<file path="src/rtl/pipe_stage_pkg.sv">
package pipe_stage_pkg;
  localparam int unsigned EX_CTRL_W  = 4;  // alu_op[3:2], alu_src[1], reg_dst[0]
  localparam int unsigned MEM_CTRL_W = 3;  // branch[2], mem_read[1], mem_write[0]
  localparam int unsigned WB_CTRL_W  = 2;  // reg_write[1], mem_to_reg[0]
  localparam int unsigned IDEX_CTRL_W  = EX_CTRL_W + MEM_CTRL_W + WB_CTRL_W;
  localparam int unsigned EXMEM_CTRL_W = MEM_CTRL_W + WB_CTRL_W;
endpackage

</file>
<file path="src/rtl/stage_reg.sv">
// One staging register: ctrl part cleared on clr_i, data part always loads unless held.
module stage_reg #(
  parameter int unsigned DATA_W = 32,
  parameter int unsigned CTRL_W = 4
) (
  input  logic              clk_i,
  input  logic              rst_ni,
  input  logic              hold_i,
  input  logic              clr_i,
  input  logic [DATA_W-1:0] d_data_i,
  input  logic [CTRL_W-1:0] d_ctrl_i,
  output logic [DATA_W-1:0] q_data_o,
  output logic [CTRL_W-1:0] q_ctrl_o
);
  always_ff @(posedge clk_i or negedge rst_ni) begin
    if (!rst_ni) begin
      q_data_o <= '0;
      q_ctrl_o <= '0;
    end else if (clr_i) begin
      q_data_o <= d_data_i;
      q_ctrl_o <= '0;
    end else if (!hold_i) begin
      q_data_o <= d_data_i;
      q_ctrl_o <= d_ctrl_i;
    end
  end

  assert_clear_ctrl_R6: assert property (@(posedge clk_i) disable iff (!rst_ni)
    clr_i |=> (q_ctrl_o == '0));
  assert_hold_stable_R3: assert property (@(posedge clk_i) disable iff (!rst_ni)
    (hold_i && !clr_i) |=> ($stable(q_ctrl_o) && $stable(q_data_o)));
  assert_load_R2: assert property (@(posedge clk_i) disable iff (!rst_ni)
    (!hold_i && !clr_i) |=> (q_ctrl_o == $past(d_ctrl_i) && q_data_o == $past(d_data_i)));
endmodule

</file>
<file path="src/rtl/pipe_stage_chain.sv">
module pipe_stage_chain
  import pipe_stage_pkg::*;
#(
  parameter int unsigned XLEN = 32,
  parameter int unsigned RA_W = 5
) (
  input  logic                  clk_i,
  input  logic                  rst_ni,
  input  logic [XLEN-1:0]       if_instr_i,
  input  logic [XLEN-1:0]       if_pc_inc_i,
  input  logic                  ifid_stall_i,
  input  logic                  ifid_flush_i,
  input  logic [XLEN-1:0]       id_rs_val_i,
  input  logic [XLEN-1:0]       id_rt_val_i,
  input  logic [XLEN-1:0]       id_imm_i,
  input  logic [RA_W-1:0]       id_dst_i,
  input  logic [EX_CTRL_W-1:0]  id_ex_ctrl_i,
  input  logic [MEM_CTRL_W-1:0] id_mem_ctrl_i,
  input  logic [WB_CTRL_W-1:0]  id_wb_ctrl_i,
  input  logic                  idex_flush_i,
  input  logic [XLEN-1:0]       ex_br_target_i,
  input  logic [XLEN-1:0]       ex_alu_i,
  input  logic                  ex_zero_i,
  input  logic [XLEN-1:0]       mem_rdata_i,
  output logic [XLEN-1:0]       ifid_instr_o,
  output logic [XLEN-1:0]       ifid_pc_inc_o,
  output logic [XLEN-1:0]       idex_rs_val_o,
  output logic [XLEN-1:0]       idex_rt_val_o,
  output logic [XLEN-1:0]       idex_imm_o,
  output logic [XLEN-1:0]       idex_pc_inc_o,
  output logic [RA_W-1:0]       idex_dst_o,
  output logic [EX_CTRL_W-1:0]  idex_ex_o,
  output logic [MEM_CTRL_W-1:0] idex_mem_o,
  output logic [WB_CTRL_W-1:0]  idex_wb_o,
  output logic [XLEN-1:0]       exmem_br_target_o,
  output logic [XLEN-1:0]       exmem_alu_o,
  output logic                  exmem_zero_o,
  output logic [XLEN-1:0]       exmem_st_data_o,
  output logic [RA_W-1:0]       exmem_dst_o,
  output logic [MEM_CTRL_W-1:0] exmem_mem_o,
  output logic [WB_CTRL_W-1:0]  exmem_wb_o,
  output logic [XLEN-1:0]       memwb_alu_o,
  output logic [XLEN-1:0]       memwb_rdata_o,
  output logic [RA_W-1:0]       memwb_dst_o,
  output logic [WB_CTRL_W-1:0]  memwb_wb_o
);
  localparam int unsigned IDEX_DATA_W  = 4*XLEN + RA_W;
  localparam int unsigned EXMEM_DATA_W = 3*XLEN + 1 + RA_W;
  localparam int unsigned MEMWB_DATA_W = 2*XLEN + RA_W;

  // IF/ID: the instruction sits in the clearable part so a flush yields an all-zero no-op
  stage_reg #(.DATA_W(XLEN), .CTRL_W(XLEN)) u_ifid (
    .clk_i, .rst_ni,
    .hold_i  (ifid_stall_i),
    .clr_i   (ifid_flush_i),
    .d_data_i(if_pc_inc_i),
    .d_ctrl_i(if_instr_i),
    .q_data_o(ifid_pc_inc_o),
    .q_ctrl_o(ifid_instr_o)
  );

  stage_reg #(.DATA_W(IDEX_DATA_W), .CTRL_W(IDEX_CTRL_W)) u_idex (
    .clk_i, .rst_ni,
    .hold_i  (1'b0),
    .clr_i   (idex_flush_i),
    .d_data_i({id_rs_val_i, id_rt_val_i, id_imm_i, ifid_pc_inc_o, id_dst_i}),
    .d_ctrl_i({id_ex_ctrl_i, id_mem_ctrl_i, id_wb_ctrl_i}),
    .q_data_o({idex_rs_val_o, idex_rt_val_o, idex_imm_o, idex_pc_inc_o, idex_dst_o}),
    .q_ctrl_o({idex_ex_o, idex_mem_o, idex_wb_o})
  );

  // EX group is consumed here and not carried on
  stage_reg #(.DATA_W(EXMEM_DATA_W), .CTRL_W(EXMEM_CTRL_W)) u_exmem (
    .clk_i, .rst_ni,
    .hold_i  (1'b0),
    .clr_i   (1'b0),
    .d_data_i({ex_br_target_i, ex_alu_i, ex_zero_i, idex_rt_val_o, idex_dst_o}),
    .d_ctrl_i({idex_mem_o, idex_wb_o}),
    .q_data_o({exmem_br_target_o, exmem_alu_o, exmem_zero_o, exmem_st_data_o, exmem_dst_o}),
    .q_ctrl_o({exmem_mem_o, exmem_wb_o})
  );

  // MEM group is consumed here; only WB goes on
  stage_reg #(.DATA_W(MEMWB_DATA_W), .CTRL_W(WB_CTRL_W)) u_memwb (
    .clk_i, .rst_ni,
    .hold_i  (1'b0),
    .clr_i   (1'b0),
    .d_data_i({exmem_alu_o, mem_rdata_i, exmem_dst_o}),
    .d_ctrl_i(exmem_wb_o),
    .q_data_o({memwb_alu_o, memwb_rdata_o, memwb_dst_o}),
    .q_ctrl_o(memwb_wb_o)
  );

  assert_reset_clear_R1: assert property (@(posedge clk_i)
    !rst_ni |-> (idex_wb_o == '0 && exmem_mem_o == '0 && memwb_wb_o == '0 && ifid_instr_o == '0));
  assert_pc_chain_R5: assert property (@(posedge clk_i) disable iff (!rst_ni)
    1'b1 |=> (idex_pc_inc_o == $past(ifid_pc_inc_o)));
  assert_mem_follow_R7: assert property (@(posedge clk_i) disable iff (!rst_ni)
    1'b1 |=> (exmem_mem_o == $past(idex_mem_o) && exmem_st_data_o == $past(idex_rt_val_o)
              && exmem_dst_o == $past(idex_dst_o)));
  assert_wb_follow_R8: assert property (@(posedge clk_i) disable iff (!rst_ni)
    1'b1 |=> (memwb_wb_o == $past(exmem_wb_o) && memwb_alu_o == $past(exmem_alu_o)));
  assert_wb_latency_R9: assert property (@(posedge clk_i) disable iff (!rst_ni)
    $past(rst_ni) |=> (memwb_wb_o == $past(idex_wb_o, 2)));
endmodule

</file>
<file path="config.mk">
export PLATFORM = sky130hd
export DESIGN_NAME = pipe_stage_chain
export DESIGN_NICKNAME = d
export VERILOG_FILES = /design/src/rtl/pipe_stage_pkg.sv /design/src/rtl/stage_reg.sv /design/src/rtl/pipe_stage_chain.sv
export SDC_FILE = /design/constraint.sdc
export NUM_CORES = 1
export LEC_CHECK = 0
export ABC_AREA = 1
export CAP_MARGIN = 20
export CORE_AREA = 2 2 257 259
export DETAILED_ROUTE_END_ITERATION = 7
export DIE_AREA = 0 0 259 261
export PLACE_DENSITY = 0.48
export SYNTH_ARGS = -nofsm -noshare
export SYNTH_HDL_FRONTEND = slang
export SYNTH_HIERARCHICAL = 1
export SYNTH_SLANG_ARGS = --single-unit
</file>
<file path="constraint.sdc">
create_clock -name clk_i -period 0.8 [get_ports clk_i]
set_input_delay 0.24 -clock clk_i [delete_from_list [all_inputs] [get_ports clk_i]]
set_output_delay 0.24 -clock clk_i [all_outputs]
set_load 0.01 [all_outputs]
</file>
# After elaboration in Yosys (flattened, before gate mapping)
# Index checks and enable logic that the tools add are counted.
dict set report classes {
  n_eq_ne 1
  muxes 5
}
# cell count
set ops {}
lappend ops {{two-way mux 32 bit} 4}
lappend ops {{two-way mux 9 bit} 1}
lappend ops {{!= test 2 x 1 -> 1 bit (second input constant)} 1}
dict set report totals {
  output_inout_bits 384
  elab_cells 14
  reg_bits 384
  inputBits 276
}

# Longest topological paths before layout
dict set report logic_depth {
  word_depth 2
  mapped_depth 6
  mapped_depth_nobuf 4
}

# Modules after synthesis
# The synthesis kept the hierarchy.
# module instances cells_per_inst area_per_inst_um2
set by_module_without_submodules {}
lappend by_module_without_submodules {{stage_reg (u_idex)} 1 617 5657.9}
lappend by_module_without_submodules {{stage_reg (u_exmem)} 1 466 4266.6}
lappend by_module_without_submodules {{stage_reg (u_memwb)} 1 310 2811.4}
lappend by_module_without_submodules {{stage_reg (u_ifid)} 1 282 2598.7}
lappend by_module_without_submodules {pipe_stage_chain 1 1 3.8}

# Worst setup path before layout
# Ideal clock, no wire load.
dict set report synth_timing {
  path_kind {input to register}
  from {input port idex_flush_i}
  to {register u_idex.q_ctrl_o[0]}
  path_stages 5
  slack_ns -0.047
  arrival_time_ns 0.783
  n_path_buf 2
  cell_sequence {inv_2 buf_4 buf_2 nand3_1 nand2_1}
}
dict set report synth_via {
  elab_chain_cells 1
}
# item line_no
set synth_rtl {}
lappend synth_rtl {{start, declared} pipe_stage_chain.sv:20} ;# input logic idex_flush_i,
lappend synth_rtl {{two-way mux 9 bit} stage_reg.sv:19} ;# end else if (clr_i) begin
lappend synth_rtl {{end signal, assigned} stage_reg.sv:24} ;# q_ctrl_o <= d_ctrl_i;
lappend synth_rtl {{end, declared} stage_reg.sv:13} ;# output logic [CTRL_W-1:0] q_ctrl_o
# Every way passes these cells.
# A chain may end at the register's enable or synchronous reset.

# Final worst setup path
dict set report layout_timing {
  from {register u_ifid.q_data_o[21]}
  to {output port ifid_pc_inc_o[21]}
}
# item line_no
set layout_rtl {}
lappend layout_rtl {{start, declared} stage_reg.sv:12} ;# output logic [DATA_W-1:0] q_data_o,
lappend layout_rtl {{start signal, assigned} stage_reg.sv:20} ;# q_data_o <= d_data_i;
lappend layout_rtl {{start signal, assigned} stage_reg.sv:23} ;# q_data_o <= d_data_i;
lappend layout_rtl {{end, declared} pipe_stage_chain.sv:26} ;# output logic [XLEN-1:0] ifid_pc_inc_o,
# No word-level cell between the ends.

==> flow_summary_export.csv <==
group,metric,value,unit
outcome,outcome,"finished with violations",
outcome,failed_checks,"slew limit, setup timing",
clock_tree,clkLatencyLatePin,0.58,ns
global_route,grt_pass1_vias,15538,
setup_path,slowest_delay,0.41,ns
timing,fin_ws,-0.589,ns
clock_tree,cts.sinks,384,
cells_and_area,finalNonFillerCells,3535,
floorplanning,row_count,94,
timing,skew,0.0104,ns
timing,setup_tns,-207.82,ns
floorplanning,dieArea,67600,um2
drt,dr.first_iter.drc_count,894,
timing,fin_crit,1.39,ns
global_route,grt_pass1_wl,96.0,mm
clock_tree,cts_max_level,2,
timing,hold_violations,0,
global_route,grt_max_degree,145,
floorplanning,ios,660,
cells_and_area,final_cell_mix,"nand2_1, nand3_1, dfrtp_1",
drt,antenna_left,0,
drt,wl,65.3,mm
synth,yosysSeqAreaShare,62.6,%
drt,drc,0,
power,power_leakage,0.0139,uW
drt,vias,15463,
placement,place.detailed.hpwl,43.5,mm
timing,tightest_slew,1.70,ns
setup_path,crit_arrival,1.15,ns
job,drv_cap,0,
setup_path,path_cells,"buf_2",
clock_tree,cts_tree,"built",
floorplanning,fp.dieW,259,um
placement,io_buffers,659,
cells_and_area,final_common_cell,"nand2_1",
cells_and_area,fillers,6528,
setup_path,critPathSlowestCell,"dfrtp_1",
placement,place_congestion,0.839,
global_route,grt_use_total,18.3,%
setup_path,endpoint_kind,"output port",
cells_and_area,final_area,26600,um2
setup_path,crit_buf_inv,1,
synth,synth.distinct_cells,13,
cells_and_area,fin_nets,2916,
global_route,grt-ovfl-total,0,
synth,netlist_area,15300,um2
clock_tree,cts_root_buf,"clkbuf_16",
timing,fin_crit_sh,174,%
setup_path,worstSetupPathType,"reg2out",
power,p_per_area,2080,nW/um2
drt,dr.pass1.iters,7,
timing,final_max_slew_viol_count,134,
clock_tree,clk_path_buf_depth,3,
floorplanning,core,65000,um2
synth,synth_seq_cells,384,
power,irDropWorstVdd,1.74,mV
cells_and_area,syn_to_final_growth,73.7,%
cells_and_area,multi_input_area,5030,um2
setup_path,cp_top_family,"flip-flops",
worst_hold_path,hold_class,"in2reg",
drt,avgViaCountPerCell,4.37,
cells_and_area,seqCellArea,9610,um2
timing,setup_violations,397,
timing,rsz0062_at_grt,"yes",
floorplanning,initial_core_util,23.6,%
synth,synthCells,1676,
floorplanning,chipHeight,261,um
timing,fmax,720,MHz
global_route,antenna_found_initial,7,
drt,wl_per_cell,18.5,um
cells_and_area,drive_above_1_share,32.7,%
setup_path,crit_path_start_kind,"register",
synth,avgSynthCellArea,9.15,um2
placement,place_area,24400,um2
synth,ys_warn_count,6,
setup_path,critPathRequiredTime,0.56,ns
setup_path,crit_fanout,3,
clock_tree,cts_buffers,47,
placement,dp.cells,3338,
clock_tree,clk_pin_slew,0.06,ns
timing,slew_headroom,-13.7,%
synthesized netlist by cell type:
library cell | count | area [um2]
nand2_2 | 2 | 12.5
nand2_1 | 721 | 2710
nand3_1 | 432 | 2160
inv_2 | 5 | 18.8
buf_2 | 66 | 330
clkbuf_1 | 14 | 52.6
buf_6 | 19 | 214
dfrtp_1 | 384 | 9610
nand2_4 | 1 | 11.3
conb_1 | 1 | 3.75
inv_1 | 3 | 11.3
buf_4 | 27 | 203
buf_1 | 1 | 3.75
layer usage:
layer | track usage, % | vias up | share of wire (%)
met5 | 0 | - | 0.080
met4 | 5.57 | 8 | 2.7
met3 | 6.54 | 96 | 9.2
met2 | 30.4 | 589 | 48
met1 | 22.2 | 7445 | 40
li1 | - | 7325 | -
stage by stage:
step / total power, uW / utilization, % / setup slack [ns] / hold slack, ns
after floorplan: 25700 / - / 0.000364 / -0.0556
final: 55400 / 41.0 / -0.589 / 0.0719
after global placement: 33400 / 37.6 / -0.594 / 0.319
after global routing: 58000 / 41.0 / -0.648 / 0.0630
after detailed placement: 33400 / 37.6 / -0.650 / 0.318
after CTS: 55100 / 39.6 / -0.635 / 0.0312
area by class of cell:
cell class | count | area share (%)
multi-input cells | 1161 | 18.9
flip-flops and latches | 384 | 36.1
clock inverters | 8 | 0.395
inverters | 8 | 0.132
clock buffers | 70 | 5.31
repair buffers | 1038 | 35.1
diodes | 2 | 0.0188
well taps | 864 | 4.06
repair_timing:
item | in CTS | in global routing
hold endpoints to repair | 384 | 0
hold buffers | 1 | 0
resized for setup | 1872 | 97
buffers inserted | 57 | 88
cloned | 0 | 0
pin swaps | 0 | 14
setup endpoints to repair | 387 | 458
final timing paths:
path / slack, ns / depth (start not counted) / startpoint / to
max in group asynchronous: 0.04 / 4 / rst_ni / u_ifid/q_ctrl_o[27]
setup / recovery: -0.59 / 1 / u_ifid/q_data_o[21] / ifid_pc_inc_o[21]
setup reg to reg: -0.08 / 4 / u_exmem/q_ctrl_o[0] / u_memwb/q_ctrl_o[0]
hold / removal: 0.07 / 3 / ifid_stall_i / u_ifid/q_ctrl_o[27]
min in group asynchronous: 0.37 / 3 / rst_ni / u_idex/q_ctrl_o[4]
hold reg to reg: 0.52 / 2 / u_ifid/q_ctrl_o[17] / u_ifid/q_ctrl_o[17]
power by group:
part	total, uW	switching, uW	internal, uW
combinational	11800	5350	6490
sequential	22300	1170	21100
clock	21200	8460	12800
registers in the layout (all words and copies together) (netlist names):
signal,cells
u_idex/q_data_o,133
u_exmem/q_data_o,102
u_exmem/q_ctrl_o,5
u_memwb/q_data_o,69
u_memwb/q_ctrl_o,2
u_ifid/q_data_o,32
u_idex/q_ctrl_o,9
u_ifid/q_ctrl_o,32
cells by family after synthesis:
logic type	Yosys count	synth area share [%]
and+or+nand+nor	1156	31.9
other	1	0.0244
buffers and inverters	135	5.43
DFF	384	62.6
(Power assumes the default switching activity.)
